## config.mk

```make
export PLATFORM = sky130hd
export DESIGN_NAME = thr_state_gen
export DESIGN_NICKNAME = d
export VERILOG_FILES = /design/src/rtl/thr_state_gen.sv
export SDC_FILE = /design/constraint.sdc
export NUM_CORES = 1
export LEC_CHECK = 0
export BUFFER_PORTS_ARGS = -buffer_cell sky130_fd_sc_hd__buf_4
export CORE_ASPECT_RATIO = 0.5
export CORE_MARGIN = 5
export CORE_UTILIZATION = 43
export CTS_CLUSTER_DIAMETER = 150
export DETAILED_ROUTE_END_ITERATION = 7
export PLACE_DENSITY = 0.88
export SLEW_MARGIN = 20
export SYNTH_ARGS = -nofsm -noshare
export SYNTH_HDL_FRONTEND = slang
export SYNTH_SLANG_ARGS = --single-unit
```

## constraint.sdc

```tcl
create_clock -name clk -period 2.6 [get_ports clk]
set_input_delay 0.52 -clock clk [delete_from_list [all_inputs] [get_ports clk]]
set_output_delay 0.52 -clock clk [all_outputs]
set_load 0.1 [all_outputs]
```

## src/rtl/thr_state_gen.sv

```systemverilog
module thr_state_gen #(
  parameter int N_CARD   = 12,
  parameter int LVL_W    = 10,
  parameter int WARN_ON  = 96,
  parameter int WARN_OFF = 63,
  parameter int BUSY_ON  = 224,
  parameter int BUSY_OFF = 223,
  parameter int SYNC_ON  = 225
) (
  input  logic                  clk,
  input  logic                  rst_n,
  input  logic                  run_en,
  input  logic [LVL_W-1:0]      fifo_level,
  input  logic [4*N_CARD-1:0]   card_codes,
  output logic [3:0]            tts_code,
  output logic [4:0]            mon_status
);

  localparam logic [LVL_W-1:0] WARN_ON_L  = LVL_W'(WARN_ON);
  localparam logic [LVL_W-1:0] WARN_OFF_L = LVL_W'(WARN_OFF);
  localparam logic [LVL_W-1:0] BUSY_ON_L  = LVL_W'(BUSY_ON);
  localparam logic [LVL_W-1:0] BUSY_OFF_L = LVL_W'(BUSY_OFF);
  localparam logic [LVL_W-1:0] SYNC_ON_L  = LVL_W'(SYNC_ON);

  typedef enum logic [1:0] {L_RDY, L_WARN, L_BUSY, L_SYNC} lstate_t;

  lstate_t lstate, lstate_nx;

  always_comb begin
    lstate_nx = lstate;
    unique case (lstate)
      L_RDY:  if (fifo_level >= WARN_ON_L) lstate_nx = L_WARN;
      L_WARN: if (fifo_level >= BUSY_ON_L) lstate_nx = L_BUSY;
              else if (fifo_level <= WARN_OFF_L) lstate_nx = L_RDY;
      L_BUSY: if (fifo_level >= SYNC_ON_L) lstate_nx = L_SYNC;
              else if (fifo_level <= BUSY_OFF_L) lstate_nx = L_WARN;
      L_SYNC: lstate_nx = L_SYNC;
      default: lstate_nx = L_RDY;
    endcase
    if (!run_en) lstate_nx = L_RDY;
  end

  always_ff @(posedge clk or negedge rst_n)
    if (!rst_n) lstate <= L_RDY;
    else        lstate <= lstate_nx;

  logic [4:0] local_flag;
  always_comb
    unique case (lstate)
      L_WARN:  local_flag = 5'b00001;
      L_BUSY:  local_flag = 5'b00010;
      L_SYNC:  local_flag = 5'b00100;
      default: local_flag = 5'b00000;
    endcase

  logic [4:0] card_flag [N_CARD];

  for (genvar g = 0; g < N_CARD; g++) begin : g_card
    always_comb
      case (card_codes[4*g +: 4])
        4'b0000, 4'b1111: card_flag[g] = 5'b10000;
        4'b1100:          card_flag[g] = 5'b01000;
        4'b0010:          card_flag[g] = 5'b00100;
        4'b0100:          card_flag[g] = 5'b00010;
        4'b0001:          card_flag[g] = 5'b00001;
        4'b1000:          card_flag[g] = 5'b00000;
        default:          card_flag[g] = 5'b01000;
      endcase
  end

  logic [4:0] any_flag;
  always_comb begin
    any_flag = local_flag;
    for (int k = 0; k < N_CARD; k++) any_flag = any_flag | card_flag[k];
  end

  wire [4:0] merged = run_en ? any_flag : 5'b00010;

  always_comb begin
    mon_status = 5'b00000;
    if      (merged[4]) mon_status = 5'b10000;
    else if (merged[3]) mon_status = 5'b01000;
    else if (merged[2]) mon_status = 5'b00100;
    else if (merged[1]) mon_status = 5'b00010;
    else if (merged[0]) mon_status = 5'b00001;
  end

  always_comb
    unique case (mon_status)
      5'b10000: tts_code = 4'b0000;
      5'b01000: tts_code = 4'b1100;
      5'b00100: tts_code = 4'b0010;
      5'b00010: tts_code = 4'b0100;
      5'b00001: tts_code = 4'b0001;
      default:  tts_code = 4'b1000;
    endcase

  assert_idle_clear_R1: assert property (@(posedge clk) disable iff (!rst_n)
    !run_en |=> lstate == L_RDY);
  assert_idle_code_R1: assert property (@(posedge clk) disable iff (!rst_n)
    !run_en |-> tts_code == 4'b0100);
  assert_warn_rise_R2: assert property (@(posedge clk) disable iff (!rst_n)
    (lstate == L_RDY && run_en && fifo_level >= WARN_ON_L) |=> lstate == L_WARN);
  assert_warn_fall_R3: assert property (@(posedge clk) disable iff (!rst_n)
    (lstate == L_WARN && run_en && fifo_level <= WARN_OFF_L) |=> lstate == L_RDY);
  assert_busy_rise_R4: assert property (@(posedge clk) disable iff (!rst_n)
    (lstate == L_WARN && run_en && fifo_level >= BUSY_ON_L) |=> lstate == L_BUSY);
  assert_busy_fall_R5: assert property (@(posedge clk) disable iff (!rst_n)
    (lstate == L_BUSY && run_en && fifo_level <= BUSY_OFF_L) |=> lstate == L_WARN);
  assert_sync_sticky_R6: assert property (@(posedge clk) disable iff (!rst_n)
    (lstate == L_SYNC && run_en) |=> lstate == L_SYNC);
  assert_ready_code_R8: assert property (@(posedge clk) disable iff (!rst_n)
    (mon_status == 5'b00000) |-> tts_code == 4'b1000);
  assert_mon_single_R9: assert property (@(posedge clk) disable iff (!rst_n)
    $onehot0(mon_status));
  assert_one_step_R10: assert property (@(posedge clk) disable iff (!rst_n)
    (lstate == L_RDY) |=> (lstate != L_BUSY && lstate != L_SYNC));

endmodule

```

==> results.ini, run 1 <==
[clock_network]
cts.repair.resized = 94
cts.htree.levels = 1
root_buffer = clkbuf_8
cts_buffer_depth = 2
post_cts_buffers = 8
cts_inserted_buffers = 3
clkSinkCount = 2
postCtsHoldBufs = 0

[logic_synthesis]
synthDistinctLibCells = 34
synth_fp_nets = 220
ys_warn_count = 0
synth_edf_count = 0
synthSimpleGateAreaFrac = 0.5958
synthAdderAreaFrac = 0.05345
synth_xor_area_frac = 0
synth-seq-cells = 2
syn_area_per_cell_um2 = 7.067
seq_area_frac_synth = 0.04454
synthCells = 159
synth_top_family_by_area = simple AND/OR/NAND/NOR gates
synth_compound_area_frac = 0.2862
syn_area_um2 = 1124
ys.flop_type = dfrtp_1
synth_mux_area_frac = 0
ys_async_sr_fraction = 1.000

[place]
placement.io_buffers = 69
postPlaceCellArea_um2 = 2203
place_congestion = 0.9931
hpwl_um = 4759

[run_status]
outcome = stopped before the end
first-error = [ERROR DPL-0038] Utilization greater than 100%, impossible to legalize
failing_step = 4_1_cts

[floorplan]
io_pins = 70
die_w_um = 82.29
std_cell_rows = 13
fp.dieH_um = 46.15
start_util = 0.4400

## logic make-up after synthesis
family | after synthesis
AOI/OAI and AO/OA | 41
adders and majority gates | 6
buffers and inverters | 6
DFF | 2
and+or+nand+nor | 104
## cell usage after synthesis (2+ instances only)
library cell | number | area, um2
nor4b_1 | 23 | 201.4
nand4_1 | 17 | 106.4
nor3_1 | 17 | 85.08
a211o_1 | 9 | 78.83
nand3_1 | 8 | 40.04
o211ai_1 | 8 | 60.06
or3_1 | 8 | 50.05
inv_1 | 6 | 22.52
maj3_1 | 6 | 60.06
nand2_1 | 6 | 22.52
nor2_1 | 6 | 22.52
or4_1 | 6 | 45.04
a221oi_1 | 4 | 35.03
nor4_1 | 4 | 25.02
a211oi_1 | 3 | 22.52
and3_1 | 3 | 18.77
o21ai_0 | 3 | 15.01
a2111oi_0 | 2 | 17.52
a311oi_1 | 2 | 17.52
dfrtp_1 | 2 | 50.05
o22ai_1 | 2 | 12.51
o2bb2ai_1 | 2 | 17.52
## per-stage QoR
| stage | worst slack, ns | std cells |
|---|---|---|
| 2_1_floorplan | -0.5607 | 159 |
| 3_5_place_dp | -0.4088 | 319 |
| 3_3_place_gp | -0.3215 | 319 |
==> inputs of run 2 (changes only) <==
CORE_AREA = 5 5 66 68   (was not set)
CORE_ASPECT_RATIO = not set   (was 0.5)
CORE_MARGIN = not set   (was 5)
CORE_UTILIZATION = not set   (was 43)
CTS_CLUSTER_DIAMETER = not set   (was 150)
DIE_AREA = 0 0 71 73   (was not set)
PLACE_DENSITY = not set   (was 0.88)
PLACE_DENSITY_LB_ADDON = 0.15   (was not set)
==> results.ini, run 2 <==
[logic_synthesis]
synthDistinctLibCells = 34  ; unchanged
syn_area_per_cell_um2 = 7.067  ; unchanged
synthTopCellsByCount = nor4b_1, nand4_1, nor3_1
ys_warn_count = 0  ; unchanged
ys_async_sr_fraction = 1.000  ; unchanged
ys_top_cells_by_area = nor4b_1, nand4_1, nor3_1, a211o_1, maj3_1
seq_area_frac_synth = 0.04454  ; unchanged
synth_top_area_cell = nor4b_1
synth_edf_count = 0  ; unchanged
syn_area_um2 = 1124  ; unchanged
post-synth-top-count-cell = nor4b_1
ys.flop_type = dfrtp_1
synth_fp_nets = 220  ; unchanged
synth-seq-cells = 2  ; unchanged
netlist.area_leader.share = 0.1793  ; unchanged
synthCells = 159  ; unchanged

[clock_network]
clk_latency_ns = 0.21
cts.htree.levels = 1  ; unchanged
clkSinkCount = 2  ; unchanged
cts_tree = yes
cts_buffer_depth = 2  ; unchanged
path_clk_slew_ns = 0.03
root_buffer = clkbuf_8
cts_inserted_buffers = 3  ; unchanged

[job]
maxCapViolCount = 0

[worst_setup_path]
crit_fanout = 3
end_kind = output pin
cp_slowest_cell = or4_1
crit_chain = buf_4, nor4b_1, or4_1, a2111oi_2, and3_1, nor3b_2, o2bb2ai_2, buf_12
cpLargestDelayFamily = simple AND/OR/NAND/NOR gates
worstPathRequired_ns = 2.08
cp_num_buf_inv = 2
crit_path_max_incr_delay_ns = 0.56
worstSetupPathType = primary input to output pin
worstPathArrival_ns = 2.34
critPathLaunchType = primary input

[power_and_ir_drop]
irDropWorstVdd_uv = 148.0
leakage_nw = 1.181
p_per_area_nw_per_um2 = 254.7

[routing]
wl_per_cell_um = 16.73
via_count = 2041
post_drt_via_cell_ratio = 5.865
drtIter0Drc = 69
drt_wl_total_um = 5822
drc = 0
drt_pre_antenna_iters = 4
drt.antenna.violating_nets = 0

[run_status]
outcome = finished with violations
violations = negative setup slack

[finish]
drive_gt1_frac = 0.6275
final_common_cell = buf_4
layout_common_cells = buf_4, nand4_1, nor4b_1
top_register = lstate
design_area_um2 = 2771
fill_cells = 318
fin_nets = 361
top_regs = lstate x2
areaGrowthSynthToFinish_pct = 146.7
antenna-diode-count = 0
largest_register_ffs = 2

[sta]
rsz0062_at_grt = true
layout_min_cycle_time_ns = 2.860
hold_violations = 0
tightest_slew_ns = 0.4791
setup_violations = 8
maxSlewViolCount = 0
finalWorstSetupSlack_ns = -0.2595
final.setup_skew_ns = 0.001008
fmax_mhz = 349.7
maxSlewHeadroom = 0.6761
fin_crit_sh = 1.100

[place]
placement.io_buffers = 69  ; unchanged
dp_slack_ns = -0.4180  ; -0.009170 ns
hpwl_um = 4356  ; -8.5%
place_congestion = 0.8899  ; -10%
postPlaceCellArea_um2 = 2265  ; +2.8%

[min_path]
min_path_type = primary input to asynchronous set/reset pin

[global_routing]
antenna_found_initial = 0
overflow = 0
track_usage = 0.2136
grt_pass1_vias = 2015
grt_pass1_wl_um = 9128
grt_max_degree = 8

[floorplan]
fp.dieH_um = 73  ; +58%
io_pins = 70  ; unchanged
start_util = 0.2958  ; -0.1442
die-area_um2 = 5183
die_w_um = 71  ; -14%
std_cell_rows = 23  ; +10
fp.coreArea_um2 = 3799

run 2: cell counts after synthesis:
Identical to the previous run, type by type.
run 2: stage by stage:
step	utilization	TNS (ns)	hold WS, ns	instances	power, mW
floorplan	-	-2.477	0.2244	159	0.2373
finish	0.7296	-1.091	0.08591	348	0.7059
CTS	0.7032	-0.8373	0.08386	347	0.6797
global placement	0.5962	-2.183	0.3020	338	0.4699
detailed placement	0.5962	-2.403	0.3050	338	0.4745
global route	0.7296	-1.591	0.07964	348	0.7427
run 2: cell type report:
cell class              instances  area (um2)  area share
multi-input cells             151        1406      0.5074
flip-flops and latches          2       50.05     0.01806
clock buffers                   3       41.29     0.01490
repair buffers                136        1189      0.4289
inverters                       6       22.52    0.008126
well taps                      50       62.56     0.02257
run 2: logic make-up (layout without fill, tap and decap cells):
logic type,count (synthesis),after routing,share of synthesized area
AO/OA/AOI/OAI,41,41,0.2862
adder cells (fa/ha/maj),6,6,0.05345
buffers and inverters,6,145,0.02004
flip-flops,2,2,0.04455
AND/OR/NAND/NOR,104,104,0.5958
run 2: per-layer routing:
metal  global-route usage  share of wire  routed length, um  vias up
li1                     -              -                  -      992
met1               0.2465           0.40               2333      968
met2               0.3996           0.53               3081       69
met3              0.04132          0.057                331       12
met4              0.05846          0.013                 76        0
met5                    0              0                  0        -
run 2: final timing paths:
check,start,to,slack (ns),depth (start not counted)
max,card_codes[16],tts_code[3],-0.26,8
min,rst_n,lstate[1]$_DFFE_PN0P_,0.09,1
max reg2reg,lstate[1]$_DFFE_PN0P_,lstate[1]$_DFFE_PN0P_,1.45,3
min reg2reg,lstate[0]$_DFFE_PN0P_,lstate[1]$_DFFE_PN0P_,0.67,2
max in group asynchronous,rst_n,lstate[0]$_DFFE_PN0P_,2.43,1
min in group clk,fifo_level[7],lstate[1]$_DFFE_PN0P_,0.64,3
run 2: repair_timing:
| item | 4_1_cts | 5_1_grt |
|---|---|---|
| hold buffers | 0 | 0 |
| buffers inserted | 6 | 2 |
| pin swaps | 26 | 21 |
| gates resized for setup | 62 | 23 |
| endpoints found under the setup margin | 9 | 9 |
| cloned | 0 | 0 |
run 2: where the power goes:
group,internal [mW],switching [mW]
Clock,0.0980,0.0256
Combinational,0.269,0.275
Sequential,0.0345,0.00352
No activity file was read; power rests on OpenSTA's default activity.
==> inputs of run 3 (changes only) <==
CORE_AREA = 10 10 71 73   (was 5 5 66 68)
DIE_AREA = 0 0 81 83   (was 0 0 71 73)
REMOVE_ABC_BUFFERS = 1   (was not set)
==> results.ini, run 3 (synthesized netlist as in run 2, its figures left out) <==
[run_status]
outcome = finished with violations
violations = negative setup slack

[clock_network]
cts_inserted_buffers = 3  ; unchanged
root_buffer = clkbuf_8
postCtsHoldBufs = 0  ; unchanged
clkSinkCount = 2  ; unchanged
path_clk_slew_ns = 0.03  ; about the same
cts_buffer_depth = 2  ; unchanged
clk_latency_ns = 0.22  ; about the same
cts_tree = yes
cts.htree.levels = 1  ; unchanged

[routing]
post_drt_via_cell_ratio = 6.101  ; +4.0%
drc = 0  ; unchanged
drt_pre_antenna_iters = 4  ; unchanged
via_count = 2123  ; +4.0%
drt_wl_total_um = 7108  ; +22%
wl_per_cell_um = 20.43  ; +22%
drt.antenna.violating_nets = 0  ; unchanged
drtIter0Drc = 133  ; +93%

[power_and_ir_drop]
clock_power_share = 0.171  ; -0.004
p_per_area_nw_per_um2 = 259.6  ; +1.9%
irDropWorstVdd_uv = 144.6  ; -2.3%
leakage_nw = 1.221  ; +3.4%
combPwrFrac = 0.778  ; +0.007
swShare = 0.4414  ; +0.009985
fin_total_pwr_uw = 748.9  ; +6.1%
p_int_uw = 418.4  ; +4.2%
power_frac_seq = 0.051  ; -0.003
switchingPower_uw = 330.6  ; +8.5%

[sta]
rsz0062_at_grt = true
fin_crit_sh = 1.111  ; +0.01071
tightest_slew_ns = 0.4651  ; -0.01403 ns
layout_min_cycle_time_ns = 2.887  ; +0.02784 ns
maxSlewHeadroom = 0.6875  ; +0.01147
final.setup_skew_ns = 0.003098  ; +0.002089 ns
fmax_mhz = 346.3  ; -0.96%
maxSlewViolCount = 0  ; unchanged
tns_ns = -1.835  ; -0.7438 ns
setup_violations = 9  ; +1
hold_violations = 0  ; unchanged
finalWorstSetupSlack_ns = -0.2874  ; -0.02784 ns

[worst_setup_path]
worstPathArrival_ns = 2.37  ; +0.03 ns
worstSetupPathType = primary input to output pin
crit_fanout = 5  ; +2
crit_path_max_incr_delay_ns = 0.37  ; -0.19 ns
worstPathRequired_ns = 2.08  ; about the same
cp_slowest_cell = nor4_2
cpLargestDelayFamily = simple AND/OR/NAND/NOR gates
crit_chain = buf_8, buf_12, nand4_1, nand4_1, nor4_2, and3_4, a41oi_4, nor3_4, buf_12
end_kind = output pin
cp_num_buf_inv = 3  ; +1
critPathLaunchType = primary input

[finish]
fin_nets = 363  ; +0.55%
final_cells = 348  ; unchanged
drive_gt1_frac = 0.6533  ; +0.02582
areaGrowthSynthToFinish_pct = 156.8
antenna-diode-count = 0  ; unchanged
top_register = lstate
largest_register_ffs = 2  ; unchanged
layout_common_cells = buf_4, buf_6, nand4_1
final_common_cell = buf_4
top_regs = lstate x2

[place]
placement.io_buffers = 69  ; unchanged
dp_slack_ns = -0.5758  ; -0.1578 ns
placedCellCount = 335  ; -0.89%
place_congestion = 0.8895  ; about the same
hpwl_um = 4609  ; +5.8%

[global_routing]
grt_pass1_vias = 2064  ; +2.4%
overflow = 0  ; unchanged
track_usage = 0.1715  ; -0.04204
grt_pass1_wl_um = 9708  ; +6.4%
grt_max_degree = 8  ; unchanged
antenna_found_initial = 0  ; unchanged

[floorplan]
io_pins = 70  ; unchanged
fp.dieH_um = 83  ; +14%
start_util = 0.3092  ; +0.01344
die-area_um2 = 6723  ; +30%
die_w_um = 81  ; +14%
fp.coreArea_um2 = 3633  ; -4.3%
std_cell_rows = 22  ; -4.3%

[min_path]
min_path_type = primary input to asynchronous set/reset pin

[job]
maxCapViolCount = 0  ; unchanged

==> run 3: per-layer routing <==
metal	part of all wire	track usage	vias to the layer above	wire length (um)
met2	0.53	0.3026	91	3758
met4	0.017	0.04695	0	122
met1	0.39	0.1945	1024	2747
li1	-	-	994	-
met5	0	0	-	0
met3	0.067	0.04310	14	479
==> run 3: what timing repair did <==
action	4_1_cts	5_1_grt
resized for setup	88	39
pin swaps	26	21
endpoints found under the setup margin	9	9
setup buffers	4	6
==> run 3: area by class of cell <==
cell class / instances / area [um2]
Inverter: 6 / 22.52
Multi-Input combinational cell: 151 / 1481
Timing Repair Buffer: 138 / 1230
Clock buffer: 3 / 41.29
Sequential cell: 2 / 50.05
Fill cell: 229 / 748.2
Tap cell: 48 / 60.06
==> run 3: final timing paths <==
kind	start	to	slack (ns)	cells after the start
max	card_codes[22]	tts_code[0]	-0.29	9
min in group clk	fifo_level[7]	lstate[1]$_DFFE_PN0P_	0.64	3
max in group asynchronous	rst_n	lstate[1]$_DFFE_PN0P_	2.43	1
min reg2reg	lstate[0]$_DFFE_PN0P_	lstate[1]$_DFFE_PN0P_	0.68	2
max reg2reg	lstate[1]$_DFFE_PN0P_	lstate[1]$_DFFE_PN0P_	1.44	3
min	rst_n	lstate[0]$_DFFE_PN0P_	0.08	1
==> run 3: power groups by stage <==
stage / registers (mW) / logic (mW) / clock network (mW)
after CTS: 0.0382 / 0.509 / 0.128
final: 0.0383 / 0.583 / 0.128
after detailed placement: 0.0379 / 0.406 / 0
after floorplan: 0.0382 / 0.171 / 0
after global placement: 0.0378 / 0.403 / 0
after global routing: 0.0389 / 0.609 / 0.137
==> run 3: per-stage QoR <==
| step | cell area (um2) | hold WS (ns) | util |
|---|---|---|---|
| after floorplan | 1124 | 0.2244 | - |
| after global placement | 2157 | 0.3023 | 0.5937 |
| after detailed placement | 2157 | 0.3037 | 0.5937 |
| after CTS | 2666 | 0.07870 | 0.7338 |
| after global routing | 2885 | 0.06944 | 0.7941 |
| final | 2885 | 0.07758 | 0.7941 |
